File: src/rtl/dsm_pwm_pkg.sv
// Package: shared constants and the per-channel command type for the
// dithered PWM. Assumes the command is decoded once at the top and
// broadcast to every channel.
package dsm_pwm_pkg;

    localparam int DEF_DUTY_W = 8;
    localparam int DEF_FRAC_W = 7;
    localparam int DEF_NCH    = 2;

    // Channel command, priority already resolved by the decoder.
    typedef enum logic [1:0] {
        CMD_HOLD = 2'd0,
        CMD_STEP = 2'd1,
        CMD_LOAD = 2'd2,
        CMD_ZERO = 2'd3
    } chan_cmd_e;

endpackage

File: src/rtl/dsm_pwm_phase.sv
// Module: shared phase-correct timebase.
// A free-running phase of DUTY_W+1 bits is folded into an up/down count:
// the first half counts 0..MAX up, the second half MAX..0 down, so a
// period lasts 2^(DUTY_W+1) clocks. period_end flags the last phase.
// Assumes divide-by-one clocking (one phase step per clock).
module dsm_pwm_phase #(
    parameter int DUTY_W = 8
) (
    input  logic              clk,
    input  logic              rst_n,
    output logic [DUTY_W-1:0] cnt_o,
    output logic              period_end_o
);

    localparam int PH_W = DUTY_W + 1;
    localparam logic [PH_W-1:0] PH_MAX = {PH_W{1'b1}};

    logic [PH_W-1:0] phase_q;

    // Advance the phase every clock; reset starts the period at phase 0.
    always_ff @(posedge clk) begin
        if (!rst_n) begin
            phase_q <= '0;
        end else begin
            phase_q <= phase_q + 1'b1;
        end
    end

    // Fold the phase into the triangular counter value.
    always_comb begin
        if (phase_q[PH_W-1]) begin
            cnt_o = ~phase_q[DUTY_W-1:0];
        end else begin
            cnt_o = phase_q[DUTY_W-1:0];
        end
    end

    // Flag the final clock of the period (next edge is the boundary).
    assign period_end_o = (phase_q == PH_MAX);

    assert_wrap_R2: assert property (@(posedge clk) disable iff (!rst_n)
        (phase_q == PH_MAX) |=> (phase_q == '0));

    assert_step_R2: assert property (@(posedge clk) disable iff (!rst_n)
        (phase_q != PH_MAX) |=> (phase_q == $past(phase_q) + 1'b1));

endmodule

File: src/rtl/dsm_pwm_compare.sv
// Module: output comparator for one channel.
// Drives the PWM pin high while the shared counter is below the compare
// value. The compare value is one bit wider than the counter so that
// MAX+1 yields a constant-high period. Purely combinational.
module dsm_pwm_compare #(
    parameter int DUTY_W = 8
) (
    input  logic [DUTY_W-1:0] cnt_i,
    input  logic [DUTY_W:0]   cmp_i,
    output logic              pwm_o
);

    // Widen the counter and compare against the 9-bit duty.
    always_comb begin
        pwm_o = ({1'b0, cnt_i} < cmp_i);
    end

endmodule

File: src/rtl/dsm_pwm_chan.sv
// Module: one dithered PWM channel.
// Holds the stored level, the fraction accumulator, the pending duty for
// the next period and the active compare value. On CMD_STEP (period
// boundary) the pending duty moves into the compare register first, then
// the fraction is accumulated and the next pending duty is formed from
// the carry. CMD_LOAD applies the new base duty at once without touching
// the accumulator; CMD_ZERO clears level, pending and compare.
// Assumes the command is already priority-resolved.
module dsm_pwm_chan
    import dsm_pwm_pkg::*;
#(
    parameter int DUTY_W = 8,
    parameter int FRAC_W = 7
) (
    input  logic                     clk,
    input  logic                     rst_n,
    input  chan_cmd_e                cmd_i,
    input  logic [DUTY_W+FRAC_W-1:0] level_i,
    output logic [DUTY_W:0]          cmp_o
);

    localparam int LV_W  = DUTY_W + FRAC_W;
    localparam int CMP_W = DUTY_W + 1;
    localparam logic [CMP_W-1:0] CMP_MAX = {1'b1, {DUTY_W{1'b0}}};

    logic [LV_W-1:0]   level_q;
    logic [FRAC_W-1:0] acc_q;
    logic [CMP_W-1:0]  pend_q;
    logic [CMP_W-1:0]  cmp_q;

    logic [FRAC_W:0]   acc_sum;
    logic              carry;
    logic [CMP_W-1:0]  pend_next;
    logic [CMP_W-1:0]  load_base;

    // Accumulate the stored fraction and extract the carry.
    always_comb begin
        acc_sum = {1'b0, acc_q} + {1'b0, level_q[FRAC_W-1:0]};
        carry   = acc_sum[FRAC_W];
    end

    // Next period duty: stored base plus the dither carry.
    always_comb begin
        pend_next = {1'b0, level_q[LV_W-1:FRAC_W]} + {{DUTY_W{1'b0}}, carry};
    end

    // Base duty of the incoming level for an immediate load.
    always_comb begin
        load_base = {1'b0, level_i[LV_W-1:FRAC_W]};
    end

    // Channel state update per resolved command.
    always_ff @(posedge clk) begin
        if (!rst_n) begin
            level_q <= '0;
            acc_q   <= '0;
            pend_q  <= '0;
            cmp_q   <= '0;
        end else begin
            case (cmd_i)
                CMD_ZERO: begin
                    level_q <= '0;
                    pend_q  <= '0;
                    cmp_q   <= '0;
                end
                CMD_LOAD: begin
                    level_q <= level_i;
                    pend_q  <= load_base;
                    cmp_q   <= load_base;
                end
                CMD_STEP: begin
                    cmp_q  <= pend_q;
                    pend_q <= pend_next;
                    acc_q  <= acc_sum[FRAC_W-1:0];
                end
                default: begin
                end
            endcase
        end
    end

    assign cmp_o = cmp_q;

    assert_cmp_max_R3: assert property (@(posedge clk) disable iff (!rst_n)
        (cmp_q <= CMP_MAX));

    assert_load_R5: assert property (@(posedge clk) disable iff (!rst_n)
        (cmd_i == CMD_LOAD) |=> (cmp_q == {1'b0, $past(level_i[LV_W-1:FRAC_W])}));

    assert_pipe_R7: assert property (@(posedge clk) disable iff (!rst_n)
        (cmd_i == CMD_STEP) |=> (cmp_q == $past(pend_q)));

    assert_acc_hold_R8: assert property (@(posedge clk) disable iff (!rst_n)
        (cmd_i != CMD_STEP) |=> $stable(acc_q));

    assert_zero_R9: assert property (@(posedge clk) disable iff (!rst_n)
        (cmd_i == CMD_ZERO) |=> (cmp_q == '0 && pend_q == '0));

endmodule

File: src/rtl/dsm_pwm.sv
// Module: top of the dithered multi-channel phase-correct PWM.
// Owns the shared timebase, resolves the strobes into one command per
// clock (zero over load over period boundary) and instantiates one
// channel and one comparator per output. Each level field is
// DUTY_W+FRAC_W+1 bits wide; its top bit is spare and ignored.
module dsm_pwm
    import dsm_pwm_pkg::*;
#(
    parameter int NCH    = DEF_NCH,
    parameter int DUTY_W = DEF_DUTY_W,
    parameter int FRAC_W = DEF_FRAC_W
) (
    input  logic                                clk,
    input  logic                                rst_n,
    input  logic                                load_i,
    input  logic                                zero_i,
    input  logic [NCH*(DUTY_W+FRAC_W+1)-1:0]    level_i,
    output logic [NCH-1:0]                      pwm_o
);

    localparam int LV_W  = DUTY_W + FRAC_W;
    localparam int FLD_W = LV_W + 1;

    logic [DUTY_W-1:0] cnt;
    logic              period_end;
    chan_cmd_e         cmd;
    logic [NCH-1:0]    unused_spare;

    // Shared up/down counter for all channels.
    dsm_pwm_phase #(
        .DUTY_W (DUTY_W)
    ) u_phase (
        .clk          (clk),
        .rst_n        (rst_n),
        .cnt_o        (cnt),
        .period_end_o (period_end)
    );

    // Resolve strobe priority into one broadcast command.
    always_comb begin
        if (zero_i) begin
            cmd = CMD_ZERO;
        end else if (load_i) begin
            cmd = CMD_LOAD;
        end else if (period_end) begin
            cmd = CMD_STEP;
        end else begin
            cmd = CMD_HOLD;
        end
    end

    for (genvar g = 0; g < NCH; g++) begin : g_ch
        logic [DUTY_W:0] cmp;

        // Per-channel dither state and compare register.
        dsm_pwm_chan #(
            .DUTY_W (DUTY_W),
            .FRAC_W (FRAC_W)
        ) u_chan (
            .clk     (clk),
            .rst_n   (rst_n),
            .cmd_i   (cmd),
            .level_i (level_i[g*FLD_W +: LV_W]),
            .cmp_o   (cmp)
        );

        // Per-channel output pin.
        dsm_pwm_compare #(
            .DUTY_W (DUTY_W)
        ) u_cmp (
            .cnt_i (cnt),
            .cmp_i (cmp),
            .pwm_o (pwm_o[g])
        );

        // Spare top bit of each level field is not used.
        assign unused_spare[g] = level_i[g*FLD_W + LV_W];
    end

    assert_zero_out_R9: assert property (@(posedge clk) disable iff (!rst_n)
        zero_i |=> (pwm_o == '0));

endmodule

File: config.mk
export PLATFORM = sky130hd
export DESIGN_NAME = dsm_pwm
export DESIGN_NICKNAME = d
export VERILOG_FILES = /design/src/rtl/dsm_pwm_pkg.sv /design/src/rtl/dsm_pwm_phase.sv /design/src/rtl/dsm_pwm_compare.sv /design/src/rtl/dsm_pwm_chan.sv /design/src/rtl/dsm_pwm.sv
export SDC_FILE = /design/constraint.sdc
export NUM_CORES = 1
export LEC_CHECK = 0
export BUFFER_PORTS_ARGS = -buffer_cell sky130_fd_sc_hd__buf_4
export CAP_MARGIN = 20
export CORE_MARGIN = 2
export CORE_UTILIZATION = 35
export DETAILED_ROUTE_END_ITERATION = 8
export GPL_ROUTABILITY_DRIVEN = 1
export PLACE_DENSITY_LB_ADDON = 0.05
export SYNTH_ARGS = -nofsm -noshare
export SYNTH_HDL_FRONTEND = slang
export SYNTH_SLANG_ARGS = --single-unit
File: constraint.sdc
create_clock -name clk -period 2.8 [get_ports clk]
set_input_delay 0.42 -clock clk [delete_from_list [all_inputs] [get_ports clk]]
set_output_delay 0.42 -clock clk [all_outputs]
set_load 0.02 [all_outputs]
; ---- Word-level counts from Yosys, hierarchy flattened
; Cells that the tools add are included.
[word_totals]
reg_bits = 89
word_cells = 33
[op_classes]
n_eq_ne = 4
addsub = 5
mux = 10
n_reduce_logical = 2
bitwise = 1
n_lt_le_gt_ge = 2
[op_table]
columns = op, n
row1 = 9-bit case mux with 3 select lines, 4
row2 = 15-bit case mux with 2 select lines, 2
row3 = 8-bit by 1-bit adder with 9-bit output, 2
row4 = 8-bit by 9-bit less-than comparator with 1-bit output, 2
row5 = 7-bit by 7-bit adder with 8-bit output, 2
row6 = 9-bit by 1-bit adder with 9-bit output (second input constant), 1
row7 = 9-bit equality test (second input constant), 1
row8 = 8-bit two-way mux, 1
row9 = 8-bit NOT, 1
row10 = 2-bit equality test (second input constant), 2
row11 = 2-bit two-way mux, 2
row12 = 3-bit nonzero test, 1
row13 = 2-bit by 1-bit equality test with 1-bit output (second input constant), 1
row14 = 2-bit nonzero test, 1
row15 = 1-bit two-way mux, 1

; ---- Depth between registers and ports, before layout
; Gate-level depths: netlist of run 1.
[logic_depth]
ltp_word = 6
depth_mapped = 12
ltp_nobuf = 11

; ---- Modules after synthesis
; A second synthesis of run 1 with hierarchy kept.
[unflattened]
cells_unflattened = 553
hier_area_um2 = 4817.1
[modules_own_cells]
columns = mod, area_each_um2, cells_per_inst, n_inst
row1 = dsm_pwm_chan (g_ch[1].u_chan), 1983.2, 226, 1
row2 = dsm_pwm_chan (g_ch[0].u_chan), 1960.6, 224, 1
row3 = dsm_pwm_phase, 452.9, 48, 1
row4 = dsm_pwm_compare, 201.4, 26, 2
row5 = dsm_pwm, 17.5, 3, 1

; ---- Worst setup path before layout of run 1
; No wires, ideal clock.
[synth_path]
path_type = register to register
start = register g_ch[0].u_chan.acc_q[2]
end = register g_ch[0].u_chan.pend_q[4]
path_stages_with_launch = 11
arrival_ps = 2184
slack_ps = 497
synth_period_minus_slack_ps = 2303
required_time_ps = 2681
path_buffers = 0
path_cell_list = dfxtp_1 > ha_1 > and3_1 > a221o_1 > o211ai_1 > nand2_1 > ha_1 > ha_1 > nand3_1 > xnor2_1 > o221a_2
[synth_via]
elab_chain_len = 3
[synth_rtl]
columns = element, line_no
row1 = "start, declared", dsm_pwm_chan.sv:27  ; logic [FRAC_W-1:0] acc_q;
row2 = "start signal, assigned", dsm_pwm_chan.sv:74  ; acc_q <= acc_sum[FRAC_W-1:0];
row3 = 7-bit by 7-bit adder with 8-bit output, dsm_pwm_chan.sv:38  ; acc_sum = {1'b0, acc_q} + {1'b0, level_q[FRAC_W-1:0]};
row4 = 8-bit by 1-bit adder with 9-bit output, dsm_pwm_chan.sv:44  ; pend_next = {1'b0, level_q[LV_W-1:FRAC_W]} + {{DUTY_W{1'b0}}, carry};
row5 = 9-bit case mux with 3 select lines, dsm_pwm_chan.sv:60  ; case (cmd_i)
row6 = "end signal, assigned", dsm_pwm_chan.sv:68  ; pend_q <= load_base;
row7 = "end signal, assigned", dsm_pwm_chan.sv:73  ; pend_q <= pend_next;
row8 = "end, declared", dsm_pwm_chan.sv:28  ; logic [CMP_W-1:0] pend_q;
; Every way passes these cells.
; A chain may end at the register's enable or synchronous reset.

; ---- Worst setup path in the final report of run 1
[layout_path]
start = register u_phase.phase_q[4]
end = output pwm_o[1]
[layout_via]
elab_chain_len = 3
[layout_rtl]
columns = element, line_no
row1 = "start, declared", dsm_pwm_phase.sv:18  ; logic [PH_W-1:0] phase_q;
row2 = "start signal, assigned", dsm_pwm_phase.sv:25  ; phase_q <= phase_q + 1'b1;
row3 = 8-bit NOT, dsm_pwm_phase.sv:32  ; cnt_o = ~phase_q[DUTY_W-1:0];
row4 = 8-bit two-way mux (*), dsm_pwm_phase.sv:31  ; if (phase_q[PH_W-1]) begin
row5 = 8-bit by 9-bit less-than comparator with 1-bit output (*), dsm_pwm_compare.sv:15  ; pwm_o = ({1'b0, cnt_i} < cmp_i);
row6 = "end, declared", dsm_pwm.sv:18  ; output logic [NCH-1:0] pwm_o
; Mark *: on every way between the ends. The rest lies on a longest branch, timed or not.

==> metrics.md, run 1 <==
| Metric | Value |
|---|---|
| Power per cell area | between 500 and 600 nW/µm² |
| Hold Crit Start | level_i[21] |
| Net Sw Frac | 23.3% |
| Kind of critical path | reg2out |
| Worst clock skew | 0.00666 ns |
| RSZ-0062 raised after global routing | no |
| Crit path DAT | 2.29 ns |
| Synth area leader | dfxtp_1 |
| Post-synth EDFFs | 0 |
| Synth top area share | between 30% and 40% |
| Final antenna diode count | 0 |
| Remaining Overflow, GRT | 0 |
| Sequential area share after synthesis | 38.0% |
| Multi-input gate area | ~2700 µm² |
| I/O pins | 38 |
| Total power | 2.86 mW |
| Hold Vio Cnt, Final | 0 |
| Detail Route Antenna Nets | 0 |
| CP Max Fanout | 4 |
| P&R area growth vs syn | 16.0% |
| Async SR Flop Fraction | 0% |
| R2R Setup Slk | 0.21 ns |
| Tmin final | approximately 2.7 ns |
| Worst Hold Endpoint | g_ch[1].u_chan.level_q[5] |
| Syn. warnings | 0 |
| CTS Buffer Depth | 2 |
| M3 GR Usage | 2.80% |
| Port buffer count | 35 |
| Synth Flop Type | dfxtp_1 |
| Syn_area_per_cell | 8.99 µm² |
| Die Area | 14300 µm² |
| Post-Synthesis Cells | 521 |
| Antenna violations before repair | 0 |
| Die height | 120 µm |
| Vias per Instance | 5.06 |
| First-pass iteration count of the detailed router | 4 |
| Synth area leaders | dfxtp_1, ha_1, mux2i_1 |
| Setup Fix Bufs, Post-CTS | 0 |
| Setup TNS Final | 0 ns |
| Mapped cell area | 4690 µm² |
| Hold path depth | 3 |
| Worst path cell trace | xor2_2 -> ha_1 -> a21oi_1 -> nor2_1 -> a2111oi_0 -> a211o_1 -> buf_4 |
| Post-CTS Hold Fix Bufs | 0 |
| Largest net degree at the start of global routing | 46 |
| Flops & latches, synth | 89 |
| Peak Freq | 369 MHz |
| Leakage power | 2.45 nW |
| Reg area | roughly 1800 µm² |
| Syn nets | between 500 and 600 |
| Type of origin of the critical path | flip-flop |
| Combinational Power Share | 9.2% |
| Setup crit end kind | primary output |
| FF-to-FF End | g_ch[1].u_chan.acc_q[5] |
| Min-Delay Path Class | in2reg |
| Power share of the clock group | roughly 44% |
| Maxcap violations | 0 |
| Status | finished, final reports clean |
| Total wire length | 10.7 mm |
| Reg power frac | between 40% and 50% |
| Rel. slew slack | 58.3% |
| First-pass GRT wire length | 18.1 mm |
| DR vias | 3675 |
| Final HPWL DP | approximately 7.6 mm |
| GRT busiest layer | met2 |
| P_int | 2.19 mW |
| Grt met1 use | between 20% and 30% |
| Final worst-path cycle share | 96.9% |
| Die width | 120 µm |
| Core area | between 10000 and 15000 µm² |
| # rows | 42 |
| Reg-to-Reg Start | u_phase.phase_q[4] |
| Slew @ Worst Pin | 0.625 ns |
| NetSw | 0.666 mW |
| Cells on worst reg2reg path | 9 |
| GRT met2 Usage | 25.3% |
| Starting Density | between 30% and 40% |
| Clock Sinks | 89 |
| Detailed-route wire length per cell | approximately 15 µm |
| Root buf cell | clkbuf_16 |
| Largest delay share family, worst path | compound AO/OA/AOI/OAI gates |
| Share of layout cells above drive strength 1 | 12.7% |
| Gp weighted congestion | roughly 0.78 |
| Final Slew Violations | 0 |
| Fillers | 1366 |
| Total CTS buffers | 9 |
| Worst skew pair latency | 0.35 ns |
| Residual DRC | 0 |
| Critical Path RT | 2.38 ns |
| GRT Util Overall | 16.1% |
| Nets | 617 |
| TritonCTS clock tree | done |
| CP bufs+invs | 1 |
| DRT iter0 DRCs | 173 |
| Worst VDD drop | 0.263 mV |
| Max incr delay on CP | 0.43 ns |
| H-tree levels | 3 |
| CP max stage cell | dfxtp_1 |
| Setup-failing EPs final | 0 |
| Vias in the first global route | around 3.6k |
| Worst-path clk slew | about 0.060 ns |
| Synth unique cells | 47 |
==> sequential cells by signal (all words and copies together), names as in the netlist <==
signal	cells
g_ch.u_chan.acc_q	14
g_ch.u_chan.cmp_o	18
g_ch.u_chan.level_q	30
g_ch.u_chan.pend_q	18
u_phase.phase_q	9
==> repair_timing <==
item                                    CTS  global route
cloned                                    0             0
endpoints found under the setup margin    2             2
endpoints found under the hold margin     0             0
gates resized for setup                   1             1
==> cell usage in the layout, fill, tap and decap left out, types with 5 or more instances in the layout <==
master	synthesis	final
buf_4	4	44
a21boi_0	7	7
a21o_1	6	6
and2_1	9	9
xnor2_1	10	10
nor2_1	55	55
mux2i_1	31	31
ha_1	34	34
inv_1	25	25
nor3b_1	6	5
dfxtp_1	89	88
nand3_1	19	19
clkbuf_16	0	9
nor2b_1	5	5
and3_1	14	14
a21oi_1	33	33
xor2_1	18	17
a22o_1	5	5
nand4b_1	8	8
a2111oi_0	7	7
nand2_1	32	32
o21ai_0	16	16
nand4_1	10	10
==> layer usage <==
layer | vias to the layer above | routed length [µm] | share of wire [%]
met5 | - | 0 | 0
met1 | 1718 | 5390 | 50
met2 | 50 | 4780 | 45
met4 | 0 | 182 | 1.7
met3 | 12 | 363 | 3.4
li1 | 1895 | - | -
==> power by group through the flow <==
stage	sequential [mW]	combinational, mW	clock (mW)
after floorplan	1.35	0.176	0
after global placement	1.36	0.263	0
after detailed placement	1.36	0.267	0
after CTS	1.33	0.268	1.31
after global routing	1.33	0.295	1.36
final	1.33	0.264	1.26
==> cells in the mapped netlist (all sizes together), types with 3 or more instances <==
| cell | number |
|---|---|
| xnor2 | 10 |
| a22o | 5 |
| ha | 34 |
| a221o | 4 |
| nor3b | 6 |
| nand4 | 10 |
| o221a | 4 |
| or4b | 4 |
| a21boi | 7 |
| or3 | 3 |
| and3 | 14 |
| buf | 13 |
| and2 | 9 |
| a22oi | 3 |
| dfxtp | 89 |
| nand2b | 4 |
| nand2 | 32 |
| clkbuf | 20 |
| nand3 | 19 |
| inv | 25 |
| nor2 | 55 |
| o211ai | 4 |
| a21oi | 33 |
| nor2b | 5 |
| a21o | 6 |
| o21ai | 16 |
| a211o | 4 |
| a2111oi | 7 |
| mux2i | 31 |
| nand4b | 8 |
| xor2 | 18 |
==> tightest hold or removal path: cells and delay by family <==
kind                   cells  cell delay (ns)
multiplexers               1             0.05
AND/OR/NAND/NOR            1             0.07
buffers and inverters      1             0.08
==> stage by stage <==
stage	cells	instance area, µm²	worst slack, ns	util [%]	hold WS [ns]
6_report	726	5440	0.0870	41.4	0.308
5_1_grt	726	5440	0.00319	41.4	0.327
3_5_place_dp	710	5120	0.178	39.0	0.451
4_1_cts	726	5430	0.00507	41.4	0.298
2_1_floorplan	521	4690	0.497	-	0.431
3_3_place_gp	710	5120	0.197	39.0	0.442
==> kinds of logic (layout without fill, tap and decap cells) <==
family                     count (synthesis)  count (layout)  synth area share (%)
xor gates and xnor gates                  28              28                  5.23
AOI/OAI and AO/OA                        102             102                  14.8
and+or+nand+nor                          177             177                  19.9
adders and majority gates                 36              36                  9.93
buffers and inverters                     58              87                  5.55
muxes                                     31              31                  6.62
DFF                                       89              89                  38.0
==> worst max-delay path by stage <==
stage / startpoint / end / depth (start not counted) / slack [ns]
floorplan: g_ch[0].u_chan.acc_q[2] / g_ch[0].u_chan.pend_q[4] / 10 / 0.50
global placement: u_phase.phase_q[0] / g_ch[1].u_chan.acc_q[5] / 9 / 0.20
detailed placement: u_phase.phase_q[0] / g_ch[1].u_chan.acc_q[5] / 9 / 0.18
finish: u_phase.phase_q[4] / pwm_o[1] / 7 / 0.09
global route: u_phase.phase_q[4] / g_ch[1].u_chan.acc_q[5] / 9 / 0.003
CTS: u_phase.phase_q[8] / pwm_o[1] / 7 / 0.005
==> layout make-up <==
cell class                 count  area share, %
multi-input combinational    374           48.9
timing repair buffer          46           6.81
tap                          176           4.05
inverter                      25           1.73
clock inverter                 2          0.645
clock buffer                  14           5.04
sequential                    89           32.8
(Power assumes the default switching activity.)
==> run 2: changes to the inputs <==
--- a/config.mk
+++ b/config.mk
@@ -12,6 +12,7 @@
 export DETAILED_ROUTE_END_ITERATION = 8
 export GPL_ROUTABILITY_DRIVEN = 1
 export PLACE_DENSITY_LB_ADDON = 0.05
+export REMOVE_ABC_BUFFERS = 1
 export SYNTH_ARGS = -nofsm -noshare
 export SYNTH_HDL_FRONTEND = slang
 export SYNTH_SLANG_ARGS = --single-unit
==> constraint.sdc (replaced) <==
create_clock -name clk -period 3.2 [get_ports clk]
set_input_delay 0.48 -clock clk [delete_from_list [all_inputs] [get_ports clk]]
set_output_delay 0.48 -clock clk [all_outputs]
set_load 0.02 [all_outputs]
==> run 2 against run 1 <==
  * Global-route usage decreased by 0.26 points
  * Hold slack improved by 0.067 ns
  * Power decreased by 17%
  * Register-to-register slack improved by 0.42 ns
  * Clock-buffer cell count unchanged
==> metrics.md, run 2 (synthesized netlist as in run 1, its figures left out) <==
| Metric | Value |
|---|---|
| I/O pins | 38 (unchanged) |
| Worst skew pair latency | 0.34 ns (was 0.35 ns) |
| Nets | 615 (was 617) |
| Worst Hold Endpoint | g_ch[0].u_chan.level_q[1] (was g_ch[1].u_chan.level_q[5]) |
| Cells on worst reg2reg path | 7 (was 9) |
| Maxcap violations | 0 (unchanged) |
| R2R Setup Slk | 0.63 ns (was 0.21 ns) |
| Largest Register | g_ch.u_chan.level_q (unchanged) |
| P&R area growth vs syn | 14.0% (was 16.0%) |
| Total wire length | 10.6 mm (was 10.7 mm) |
| Setup Fix Bufs, Post-CTS | 0 (unchanged) |
| Worst VDD drop | 0.210 mV (was 0.263 mV) |
| Critical Path RT | 2.72 ns (was 2.38 ns) |
| Reg-to-Reg Start | u_phase.phase_q[0] (was u_phase.phase_q[4]) |
| Hold Vio Cnt, Final | 0 (unchanged) |
| Rel. slew slack | 55.1% (was 58.3%) |
| Worst-path clk slew | 0.06 ns (about the same) |
| Worst path cell trace | xor2_1 -> ha_1 -> a21oi_1 -> nor2_1 -> a2111oi_0 -> a211o_1 -> buf_4 (was xor2_2 -> ha_1 -> a21oi_1 -> nor2_1 -> a2111oi_0 -> a211o_1 -> buf_4) |
| Hold path depth | 3 (unchanged) |
| RSZ-0062 raised after global routing | no (unchanged) |
| Largest net degree at the start of global routing | 61 (was 46) |
| Starting Density | 35.7% (unchanged) |
| Leakage power | 2.41 nW (was 2.45 nW) |
| Crit path DAT | 2.33 ns (was 2.29 ns) |
| Min-Delay Path Class | in2reg (unchanged) |
| Detail Route Antenna Nets | 0 (unchanged) |
| Final antenna diode count | 0 (unchanged) |
| Slew @ Worst Pin | 0.674 ns (was 0.625 ns) |
| DR vias | 3685 (was 3675) |
| Core area | 13100 µm² (unchanged) |
| Antenna violations before repair | 0 (unchanged) |
| Detailed-route wire length per cell | 14.7 µm (was 14.8 µm) |
| Die height | 120 µm (unchanged) |
| Total power | 2.37 mW (was 2.86 mW) |
| Setup crit end kind | primary output (unchanged) |
| H-tree levels | 3 (unchanged) |
| Vias in the first global route | 3636 (was 3595) |
| Peak Freq | between 300 and 400 MHz |
| Final worst-path cycle share | between 80% and 90% |
| Vias per Instance | 5.10 (was 5.06) |
| WHS | 0.375 ns (was 0.308 ns) |
| Post-CTS Hold Fix Bufs | 0 (unchanged) |
| Fillers | 1355 (was 1366) |
| Power per cell area | 443 nW/µm² (was 526 nW/µm²) |
| Post_cts resized | 0 (was 1) |
| CP max stage cell | dfxtp_1 (unchanged) |
| Final HPWL DP | 7.21 mm (was 7.57 mm) |
| Commonest non-fill, non-tap cell in the layout | dfxtp_1 (unchanged) |
| Remaining Overflow, GRT | 0 (unchanged) |
| Clock Sinks | 89 (unchanged) |
| Residual DRC | 0 (unchanged) |
| Type of origin of the critical path | flip-flop (unchanged) |
| Hold Crit Start | level_i[1] (was level_i[21]) |
| CP Max Fanout | 5 (was 4) |
| Tmin final | 2.81 ns |
| First-pass iteration count of the detailed router | 4 (unchanged) |
| Worst clock skew | 0.00589 ns (was 0.00666 ns) |
| Share of layout cells above drive strength 1 | 11.5% (was 12.7%) |
| FF-to-FF End | g_ch[0].u_chan.pend_q[2] (was g_ch[1].u_chan.acc_q[5]) |
| Total CTS buffers | 9 (unchanged) |
| Final Slew Violations | 0 (unchanged) |
| DRT iter0 DRCs | 183 (was 173) |
| Setup-failing EPs final | 0 (unchanged) |
| Status | finished, final reports clean (unchanged) |
| Die width | 120 µm (unchanged) |
| First-pass GRT wire length | 18.0 mm (was 18.1 mm) |
| TritonCTS clock tree | done (unchanged) |
| Max incr delay on CP | 0.45 ns (was 0.43 ns) |
| Number of flip-flops under the largest register name | 30 (unchanged) |
| CTS Buffer Depth | 2 (unchanged) |
| Port buffer count | 35 (unchanged) |
| GRT Util Overall | 15.8% (was 16.1%) |
| # rows | 42 (unchanged) |
| Highest-count cells in the layout ignoring fill and taps | dfxtp_1, nor2_1, buf_4 (unchanged) |
| Root buf cell | clkbuf_16 (unchanged) |
| Die Area | 14300 µm² (unchanged) |
| Gp weighted congestion | 0.735 (was 0.777) |
| Kind of critical path | reg2out (unchanged) |
-- run 2: power by group --
part / internal (mW) / switching (mW) / total (mW)
Clock: 0.561 / 0.413 / 0.974
Combinational: 0.104 / 0.123 / 0.227
Sequential: 1.14 / 0.0224 / 1.16
Total: 1.81 / 0.558 / 2.37
-- run 2: through the flow --
stage	cell area [µm²]	instances	util [%]	setup slack [ns]	setup TNS, ns
2_1_floorplan	4520	488	-	-0.615	-13.60
3_3_place_gp	5080	708	38.6	0.641	0
3_5_place_dp	5080	708	38.6	0.602	0
4_1_cts	5340	722	40.7	0.374	0
5_1_grt	5340	722	40.7	0.175	0
6_report	5340	722	40.7	0.388	0
-- run 2: critical path, delay by kind of cell, from the launching register on --
| family | cells | cell delay (ns) |
|---|---|---|
| AOI/OAI and AO/OA | 3 | 0.76 |
| adders and majority gates | 1 | 0.29 |
| DFF | 1 | 0.45 |
| xor gates and xnor gates | 1 | 0.28 |
| buffers and inverters | 1 | 0.14 |
| and+or+nand+nor | 1 | 0.06 |
-- run 2: how the worst max path moves through the flow --
stage          depth (start not counted)                  endpoint          startpoint  slack [ns]
3_5_place_dp                           8   g_ch[1].u_chan.cmp_o[6]  u_phase.phase_q[0]        0.60
5_1_grt                                7                  pwm_o[1]  u_phase.phase_q[8]        0.17
6_report                               7                  pwm_o[1]  u_phase.phase_q[8]        0.39
3_3_place_gp                           7  g_ch[1].u_chan.pend_q[1]  u_phase.phase_q[0]        0.64
4_1_cts                                7                  pwm_o[0]  u_phase.phase_q[8]        0.37
2_1_floorplan                          7  g_ch[1].u_chan.pend_q[7]  u_phase.phase_q[0]       -0.61
-- run 2: area by class of cell --
cell class	count	area (µm²)	area share, %
multi-input cells	374	2650	49.6
inverters	25	93.8	1.76
flip-flops and latches	89	1780	33.4
repair buffers	44	330	6.18
clock buffers	14	264	4.94
well taps	176	220	4.12
-- run 2: routing by layer --
layer	global-route usage, %	vias up	wire (µm)
li1	-	1888	-
met1	20.7	1749	5220
met2	26.3	35	4980
met3	2.52	13	220
met4	6.03	0	178
met5	0	-	0
